### src/rtl/ep_xact_pkg.sv
package ep_xact_pkg;
  localparam int ST_W  = 16;
  localparam int B_ACK = 0;
  localparam int B_ERR = 1;
  localparam int B_TMO = 2;
  localparam int B_SEQ = 3;
  localparam int B_SUP = 4;
  localparam int B_LEX = 9;
  localparam int B_UNF = 10;
  localparam int B_OVF = 11;

  typedef enum logic [1:0] {
    TK_OUT   = 2'd0,
    TK_IN    = 2'd1,
    TK_SETUP = 2'd2,
    TK_NONE  = 2'd3
  } tok_kind_e;
endpackage

### src/rtl/ep_tmo_timer.sv
module ep_tmo_timer #(
  parameter int TO_CYCLES = 32
) (
  input  logic clk,
  input  logic rst,
  input  logic load,
  input  logic stop,
  output logic expire
);
  localparam int TW = $clog2(TO_CYCLES + 1);

  logic [TW-1:0] cnt;
  logic          run;

  assign expire = run && (cnt == TW'(1));

  always_ff @(posedge clk) begin
    if (rst) begin
      run <= 1'b0;
      cnt <= '0;
    end else if (load) begin
      run <= 1'b1;
      cnt <= TW'(TO_CYCLES);
    end else if (stop || expire) begin
      run <= 1'b0;
    end else if (run) begin
      cnt <= cnt - TW'(1);
    end
  end
endmodule

### src/rtl/ep_flag_engine.sv
module ep_flag_engine
  import ep_xact_pkg::*;
#(
  parameter int CNT_W = 10
) (
  input  logic             clk,
  input  logic             rst,
  input  logic             cfg_en,
  input  logic             cfg_dir,
  input  logic             cfg_arm,
  input  logic [CNT_W-1:0] cfg_count,
  input  logic             evt_token,
  input  tok_kind_e        tok_kind,
  input  logic             evt_rx,
  input  logic             rx_data1,
  input  logic             rx_crc_bad,
  input  logic             rx_pid_bad,
  input  logic [CNT_W-1:0] rx_len,
  input  logic             evt_ack,
  input  logic             tmo_expire,
  input  logic [ST_W-1:0]  clr_mask,
  input  logic             res_we,
  input  logic [ST_W-1:0]  res_wdata,
  output logic             rx_accept,
  output tok_kind_e        kind_q,
  output logic [ST_W-1:0]  status_q,
  output logic [ST_W-1:0]  result_q
);
  logic [ST_W-1:0] st_n;
  logic            pkt_err;
  logic            is_setup;
  logic [ST_W-1:0] diff;

  assign is_setup  = (kind_q == TK_SETUP);
  assign rx_accept = evt_rx && cfg_en &&
                     (is_setup || (kind_q == TK_OUT && cfg_arm && !cfg_dir));
  assign pkt_err   = rx_crc_bad || rx_pid_bad;
  assign diff      = ST_W'(cfg_count) - ST_W'(rx_len);

  always_comb begin
    st_n = status_q & ~clr_mask;
    if (tmo_expire)        st_n[B_TMO] = 1'b1;
    if (evt_ack && cfg_en) st_n[B_ACK] = 1'b1;
    if (rx_accept) begin
      st_n[B_ERR] = pkt_err;
      st_n[B_SEQ] = rx_data1;
      if (is_setup) begin
        st_n[B_SUP] = !pkt_err;
      end else begin
        st_n[B_LEX] = (rx_len != cfg_count);
        st_n[B_OVF] = (rx_len > cfg_count);
        st_n[B_UNF] = (rx_len < cfg_count);
      end
    end
    if (evt_token) st_n = '0;
  end

  always_ff @(posedge clk) begin
    if (rst) begin
      status_q <= '0;
      result_q <= '0;
      kind_q   <= TK_NONE;
    end else begin
      status_q <= st_n;
      if (evt_token) kind_q <= tok_kind;
      if (rx_accept && !is_setup) result_q <= diff;
      else if (res_we)            result_q <= res_wdata;
    end
  end
endmodule

### src/rtl/ep_reg_port.sv
module ep_reg_port
  import ep_xact_pkg::*;
(
  input  logic            clk,
  input  logic            rst,
  input  logic            reg_we,
  input  logic            reg_addr,
  input  logic [ST_W-1:0] reg_wdata,
  input  logic [ST_W-1:0] status_q,
  input  logic [ST_W-1:0] result_q,
  output logic [ST_W-1:0] clr_mask,
  output logic            res_we,
  output logic [ST_W-1:0] reg_rdata
);
  assign clr_mask = (reg_we && !reg_addr) ? reg_wdata : '0;
  assign res_we   = reg_we && reg_addr;

  always_ff @(posedge clk) begin
    if (rst) reg_rdata <= '0;
    else     reg_rdata <= reg_addr ? result_q : status_q;
  end
endmodule

### src/rtl/ep_xact_recorder.sv
module ep_xact_recorder
  import ep_xact_pkg::*;
#(
  parameter int CNT_W     = 10,
  parameter int TO_CYCLES = 32
) (
  input  logic             clk,
  input  logic             rst,
  input  logic             cfg_en,
  input  logic             cfg_dir,
  input  logic             cfg_arm,
  input  logic [CNT_W-1:0] cfg_count,
  input  logic             evt_token,
  input  logic [1:0]       tok_kind,
  input  logic             evt_rx,
  input  logic             rx_data1,
  input  logic             rx_crc_bad,
  input  logic             rx_pid_bad,
  input  logic [CNT_W-1:0] rx_len,
  input  logic             evt_tx_done,
  input  logic             evt_ack,
  input  logic             reg_we,
  input  logic             reg_addr,
  input  logic [15:0]      reg_wdata,
  output logic [15:0]      reg_rdata
);
  tok_kind_e       kind_q;
  tok_kind_e       tok_in;
  logic            rx_accept;
  logic            tmo_expire;
  logic            tmo_load;
  logic            tmo_stop;
  logic [ST_W-1:0] status_q;
  logic [ST_W-1:0] result_q;
  logic [ST_W-1:0] clr_mask;
  logic            res_we;

  assign tok_in   = tok_kind_e'(tok_kind);
  assign tmo_load = (evt_token && tok_in == TK_OUT && cfg_en && cfg_arm && !cfg_dir) ||
                    (evt_tx_done && kind_q == TK_IN && cfg_en && cfg_arm && cfg_dir);
  assign tmo_stop = evt_rx || evt_ack || evt_token;

  ep_tmo_timer #(.TO_CYCLES(TO_CYCLES)) u_tmo (
    .clk(clk), .rst(rst), .load(tmo_load), .stop(tmo_stop), .expire(tmo_expire)
  );

  ep_flag_engine #(.CNT_W(CNT_W)) u_flags (
    .clk(clk), .rst(rst), .cfg_en(cfg_en), .cfg_dir(cfg_dir), .cfg_arm(cfg_arm),
    .cfg_count(cfg_count), .evt_token(evt_token), .tok_kind(tok_in),
    .evt_rx(evt_rx), .rx_data1(rx_data1), .rx_crc_bad(rx_crc_bad),
    .rx_pid_bad(rx_pid_bad), .rx_len(rx_len), .evt_ack(evt_ack),
    .tmo_expire(tmo_expire), .clr_mask(clr_mask), .res_we(res_we),
    .res_wdata(reg_wdata), .rx_accept(rx_accept), .kind_q(kind_q),
    .status_q(status_q), .result_q(result_q)
  );

  ep_reg_port u_port (
    .clk(clk), .rst(rst), .reg_we(reg_we), .reg_addr(reg_addr),
    .reg_wdata(reg_wdata), .status_q(status_q), .result_q(result_q),
    .clr_mask(clr_mask), .res_we(res_we), .reg_rdata(reg_rdata)
  );
endmodule

### config.mk
export PLATFORM = sky130hd
export DESIGN_NAME = ep_xact_recorder
export DESIGN_NICKNAME = d
export VERILOG_FILES = /design/src/rtl/ep_xact_pkg.sv /design/src/rtl/ep_tmo_timer.sv /design/src/rtl/ep_flag_engine.sv /design/src/rtl/ep_reg_port.sv /design/src/rtl/ep_xact_recorder.sv
export SDC_FILE = /design/constraint.sdc
export NUM_CORES = 1
export LEC_CHECK = 0
export BUFFER_PORTS_ARGS = -buffer_cell sky130_fd_sc_hd__clkbuf_2
export CAP_MARGIN = 20
export CORE_MARGIN = 8
export CORE_UTILIZATION = 50
export DETAILED_ROUTE_END_ITERATION = 16
export PLACE_DENSITY = 0.75
export SLEW_MARGIN = 15
export SYNTH_ARGS = -nofsm -noshare
export SYNTH_HDL_FRONTEND = slang
export SYNTH_SLANG_ARGS = --single-unit
### constraint.sdc
create_clock -name clk -period 3.6 [get_ports clk]
set_input_delay 0.36 -clock clk [delete_from_list [all_inputs] [get_ports clk]]
set_output_delay 0.36 -clock clk [all_outputs]
set_load 0.05 [all_outputs]
==> impl_metrics.tcl, run 1 <==
set metrics [dict create \
    status "completed" \
    syn_area_um2 2800 \
    synth_edf_count 0 \
    worst-slew-pin-transition_ps 764 \
    drive_above_1_share_pct 24.7 \
    drt-total-wl_um 6450 \
    core_area_um2 5470 \
    nNetsFinal 448 \
    async_reset_ff_share_pct 0 \
    final_cell_mix "clkbuf_2, dfxtp_1, nor2_1, nand2_1, mux2i_1" \
    drcViolationCount 0 \
    first_global_vias 2443 \
    clock_latency_ps 330 \
    period_share_pct 54.0 \
    crit_arrival_ps 2170 \
    synth_fp_nets 384 \
    stdcell_area_um2 3360 \
    num_vias 2425 \
    start_util_pct 51.1 \
    cp-endpoint "u_flags.result_q[8]$_SDFFE_PP0P_" \
    ctsHoldBuffers 0 \
    h-tree-depth 3 \
    gr-usage-all-layers_pct 15.4 \
    grt_max_degree 36 \
    cts_buffer_depth 2 \
    tns_ps 0 \
    crit_top_cell "inv_1" \
    start_kind "input port" \
    fin_cells 460 \
    yosysWarnings 0 \
    synth_flop_cell "dfxtp_1" \
    ant_nets 0 \
    postCtsSetupBuffers 0 \
    fin_crit_ps 1940 \
    drv_slew 0 \
    synth_compound_area_share_pct 16.0 \
    cts_buffers 9 \
    io_pins 68 \
    post_drt_wl_per_cell_um 14.0 \
    synthCells 319 \
    yosys.area_share.simple_pct 20.7 \
    synthMuxAreaShare_pct 8.23 \
    grt_pass1_wl_um 10600 \
    max_cap_viol_count 0 \
    clkTransAtPathRegs_ps 70 \
    worstRegToRegCells 6 \
    worst-path-max-fanout 3 \
    rr_endpoint "u_flags.result_q[13]$_SDFFE_PP0P_" \
    synth_xor_area_share_pct 3.13 \
    slew_headroom_pct 48.9 \
    synth_seq_area_share_pct 40.8 \
    skew_ps 6.04 \
    setup_viol 0 \
    syn_area_per_cell_um2 8.77 \
    cp.depth 10 \
    placed_cells 444 \
    finalHoldViolCount 0 \
    cp_cell_sequence "clkbuf_2, inv_1, ha_1, inv_1, fa_1, a21o_1, a21oi_2, o221ai_1, and3_1, a2111oi_2" \
    cp-end-kind "flop" \
    cp.required_ps 3830 \
    crit_start "cfg_count[0]" \
    whs_ps 214 \
    root_buffer "clkbuf_8" \
    dp_hpwl_um 4840 \
    fp.dieW_um 90.8 \
    dr.pass1.iters 4 \
    cts_resized 0 \
    synthDistinctLibCells 51 \
    hp-class "input port to flop" \
    viasPerCell 5.27 \
    die_h_um 90.8 \
    cpLargestDelayFamily "compound AO/OA/AOI/OAI gates" \
    final_common_cell "clkbuf_2" \
    rsz0062_at_grt "no" \
    max_stage_delay_ps 400 \
    ys_ff_latch 57 \
    crit_slowest_cell "fa_1" \
    clock_sinks 57 \
    power.density_nw_per_um2 427 \
    p_leak_nw 1.52 \
    antenna_found_initial 0 \
    rows 27 \
    dieArea_um2 8250 \
    drtIter0Drc 95 \
    place_congestion 0.842 \
    syn_to_final_growth_pct 20.0 \
    synth_top_family_by_area "simple AND/OR/NAND/NOR gates" \
    worstSetupPathType "input port to flop" \
    grt_remaining_overflow 0 \
    io_buffers 67 \
    crit_buf_inv 3 \
    placed_area_um2 3160 \
    r2r_start "u_flags.kind_q[1]$_SDFFE_PP1P_" \
    peakVddDrop_mv 0.222 \
    rrSetupSlack_ps 1750 \
    diodes 0 \
    cts_tree "yes" \
    fmax_mhz 514 \
    synth-adder-area-share_pct 6.08 \
]
-- logic make-up (layout without fill, tap and decap cells) --
logic type | after synthesis | in the layout
compound gates | 64 | 64
xor+xnor | 10 | 10
fa+ha+maj | 13 | 13
buf+inv | 33 | 102
flops | 57 | 57
mux | 23 | 23
simple gates | 119 | 119
-- final cells by class --
class	instances	area [µm²]
fillers	534	2110
multi-input cells	229	1510
flip-flops and latches	57	1140
repair buffers	70	358
clock buffers	11	141
well taps	72	90.1
inverters	16	60.1
clock inverters	5	55.1
-- routing by layer --
layer | global-route usage, % | vias up | wire length [µm]
met5 | 0 | - | 0
met4 | 7.64 | 0 | 106
met3 | 4.16 | 8 | 267
met2 | 25.6 | 56 | 3000
met1 | 17.7 | 1103 | 3070
li1 | - | 1258 | -
-- flip-flops by register name (all words and copies together), names as in the netlist --
signal and count:
u_tmo.run 1, u_flags.kind_q 2, u_flags.result_q 16, u_flags.status_q 16, u_tmo.cnt 6, u_port.reg_rdata 16
-- worst min path at each step --
| stage | from | to | slack [ps] | depth (start not counted) |
|---|---|---|---|---|
| floorplan | u_flags.status_q[12]$_SDFF_PP0_ | u_flags.status_q[12]$_SDFF_PP0_ | 410 | 2 |
| global placement | u_flags.status_q[6]$_SDFF_PP0_ | u_flags.status_q[6]$_SDFF_PP0_ | 420 | 2 |
| detailed placement | u_flags.status_q[6]$_SDFF_PP0_ | u_flags.status_q[6]$_SDFF_PP0_ | 420 | 2 |
| CTS | reg_wdata[13] | u_flags.status_q[13]$_SDFF_PP0_ | 200 | 2 |
| global route | reg_wdata[13] | u_flags.status_q[13]$_SDFF_PP0_ | 210 | 2 |
| finish | reg_wdata[13] | u_flags.status_q[13]$_SDFF_PP0_ | 210 | 2 |
-- power by group --
group,switching (mW),total (mW),internal [mW]
sequential,0.00799,0.654,0.646
combinational,0.112,0.193,0.0806
clock,0.253,0.589,0.336
total,0.373,1.43,1.06
-- stage by stage --
stage          power (mW)  util (%)  setup WS [ps]
2_1_floorplan       0.800         -           1530
3_3_place_gp        0.857      57.8           1340
3_5_place_dp        0.860      57.8           1300
4_1_cts              1.44      61.4           1640
5_1_grt              1.49      61.4           1530
6_report             1.43      61.4           1660
-- synthesized netlist by cell type (3+ instances only) --
library cell | count | area (µm²)
xnor2_1 | 6 | 52.6
nor3_1 | 6 | 30.0
mux2i_1 | 23 | 230
nand3_1 | 14 | 70.1
a311oi_1 | 3 | 26.3
dfxtp_1 | 57 | 1140
nand2b_1 | 3 | 18.8
xor2_1 | 4 | 35.0
clkbuf_1 | 7 | 26.3
a211oi_1 | 10 | 75.1
and3_1 | 7 | 43.8
nor2b_1 | 5 | 31.3
buf_1 | 3 | 11.3
o21ai_0 | 9 | 45.0
nor2_1 | 36 | 135
nand2_1 | 31 | 116
buf_2 | 5 | 25.0
ha_1 | 12 | 150
inv_1 | 16 | 60.1
nand4_1 | 3 | 18.8
or2_2 | 3 | 18.8
a21oi_1 | 19 | 95.1
Note: power is estimated with default switching activity, not from simulation.
==> run 2, diff against run 1 <==
==> constraint.sdc (replaced) <==
create_clock -name clk -period 1.8 [get_ports clk]
set_input_delay 0.18 -clock clk [delete_from_list [all_inputs] [get_ports clk]]
set_output_delay 0.18 -clock clk [all_outputs]
set_load 0.05 [all_outputs]
==> impl_metrics.tcl, run 2 (synthesized netlist as in run 1, its figures left out) <==
set metrics [dict create \
    postCtsSetupBuffers 0 \
    setup_viol 0 \
    dieArea_um2 8250 \
    cp.required_ps 2050 \
    worst-slew-pin-transition_ps 450 \
    dr.pass1.iters 4 \
    antenna_found_initial 0 \
    cpLargestDelayFamily "simple AND/OR/NAND/NOR gates" \
    gr-usage-all-layers_pct 17.0 \
    status "completed" \
    drv_slew 0 \
    comb_power_share_pct 14.4 \
    placed_cells 459 \
    ctsHoldBuffers 0 \
    cp.depth 5 \
    cp_cell_sequence "nor4b_2, nand3_1, or3_1, a221o_1, o21ai_0" \
    skew_ps 8.41 \
    root_buffer "clkbuf_8" \
    power.density_nw_per_um2 855 \
    place_congestion 0.840 \
    clock_sinks 57 \
    cts_buffer_depth 2 \
    grt_max_degree 20 \
    p_leak_nw 1.59 \
    final_common_cell "clkbuf_2" \
    core_area_um2 5470 \
    nNetsFinal 463 \
    slew_headroom_pct 69.7 \
    dp_hpwl_um 5360 \
    io_buffers 67 \
    setup_ws_ps 147 \
    worstSetupPathType "flop to flop" \
    cts_tree "yes" \
    period_share_pct 91.8 \
    fin_cells 473 \
    grt_remaining_overflow 0 \
    cts_buffers 9 \
    drt-total-wl_um 6870 \
    hp-start "reg_wdata[13]" \
    tns_ps 0 \
    ant_nets 0 \
    p_clk_share_pct 41.7 \
    crit_slowest_cell "a221o_1" \
    max_cap_viol_count 0 \
    fillCellCount 500 \
    stdcell_area_um2 3490 \
    switching_power_mw 0.736 \
    hp-class "input port to flop" \
    intPower_mw 2.24 \
    peakVddDrop_mv 0.347 \
    fp.dieW_um 90.8 \
    syn_to_final_growth_pct 24.5 \
    grt_pass1_wl_um 11400 \
    start_util_pct 51.1 \
    final_util_pct 63.7 \
    r2r_start "u_flags.kind_q[1]$_SDFFE_PP1P_" \
    worst-path-max-fanout 6 \
    clkTransAtPathRegs_ps 60 \
    rows 27 \
    power_mw 2.98 \
    h-tree-depth 3 \
    worstRegToRegCells 5 \
    io_pins 68 \
    fin_crit_ps 1650 \
    rsz0062_at_grt "yes" \
    whs_ps 30.4 \
    rr_endpoint "u_flags.result_q[13]$_SDFFE_PP0P_" \
    placed_area_um2 3280 \
    hold_end "u_flags.status_q[13]$_SDFF_PP0_" \
    crit_buf_inv 0 \
    drcViolationCount 0 \
    diodes 0 \
    rrSetupSlack_ps 150 \
    die_h_um 90.8 \
    cp-end-kind "flop" \
    drive_above_1_share_pct 27.9 \
    final_cell_mix "clkbuf_2, dfxtp_1, nor2_1, nand2_1, mux2i_1" \
    clock_latency_ps 330 \
    finalHoldViolCount 0 \
    fmax_mhz 605 \
    multi_input_area_um2 1530 \
    num_vias 2494 \
    seqPwrFrac_pct 43.9 \
    dpl_worst_slack_ps -153 \
    first_global_vias 2487 \
    start_kind "flop" \
    max_stage_delay_ps 360 \
    seq_area_um2 1140 \
    worstHoldPathCells 2 \
    viasPerCell 5.27 \
    post_drt_wl_per_cell_um 14.5 \
    top_regs "u_flags.result_q: 16 flops, u_flags.status_q: 16 flops, u_port.reg_rdata: 16 flops" \
    drtIter0Drc 105 \
    power.share.switching_pct 24.7 \
    crit_arrival_ps 1900 \
    cts_resized 0 \
]
==> run 2: cell count changes in the layout (fill, tap and decap cells not counted), sizes merged <==
cell      previous run  this run
clkbuf              78        77
buf                  3        18
clkinvlp             2         0
bufinv               1         2
==> run 2: worst max path at each step <==
| stage | start | slack (ps) | to |
|---|---|---|---|
| floorplan | cfg_count[0] | 5 | u_flags.result_q[8]$_SDFFE_PP0P_ |
| global placement | cfg_count[0] | -100 | u_flags.result_q[8]$_SDFFE_PP0P_ |
| detailed placement | cfg_count[0] | -150 | u_flags.result_q[13]$_SDFFE_PP0P_ |
| CTS | u_flags.kind_q[0]$_SDFFE_PP1P_ | 90 | u_flags.result_q[13]$_SDFFE_PP0P_ |
| global route | u_flags.kind_q[0]$_SDFFE_PP1P_ | -30 | u_flags.result_q[13]$_SDFFE_PP0P_ |
| finish | u_flags.kind_q[1]$_SDFFE_PP1P_ | 150 | u_flags.result_q[13]$_SDFFE_PP0P_ |
==> run 2: area by class of cell <==
class,instances,share of cell area [%]
multi-input cells,229,43.8
repair buffers,85,13.5
flip-flops and latches,57,32.7
inverters,16,1.72
clock inverters,4,2.01
well taps,72,2.58
clock buffers,10,3.66
==> run 2: power groups by stage <==
stage	Sequential [mW]	Clock [mW]	Combinational, mW
finish	1.31	1.24	0.429
global route	1.31	1.32	0.474
CTS	1.31	1.27	0.431
detailed placement	1.33	0	0.428
global placement	1.33	0	0.419
floorplan	1.36	0	0.248
==> run 2: per-layer routing <==
layer / vias up / part of all wire (%) / GRT usage [%]
li1: 1283 / - / -
met5: - / 0 / 0
met2: 77 / 49 / 28.0
met3: 8 / 5.5 / 4.41
met4: 0 / 1.7 / 8.87
met1: 1126 / 44 / 19.7
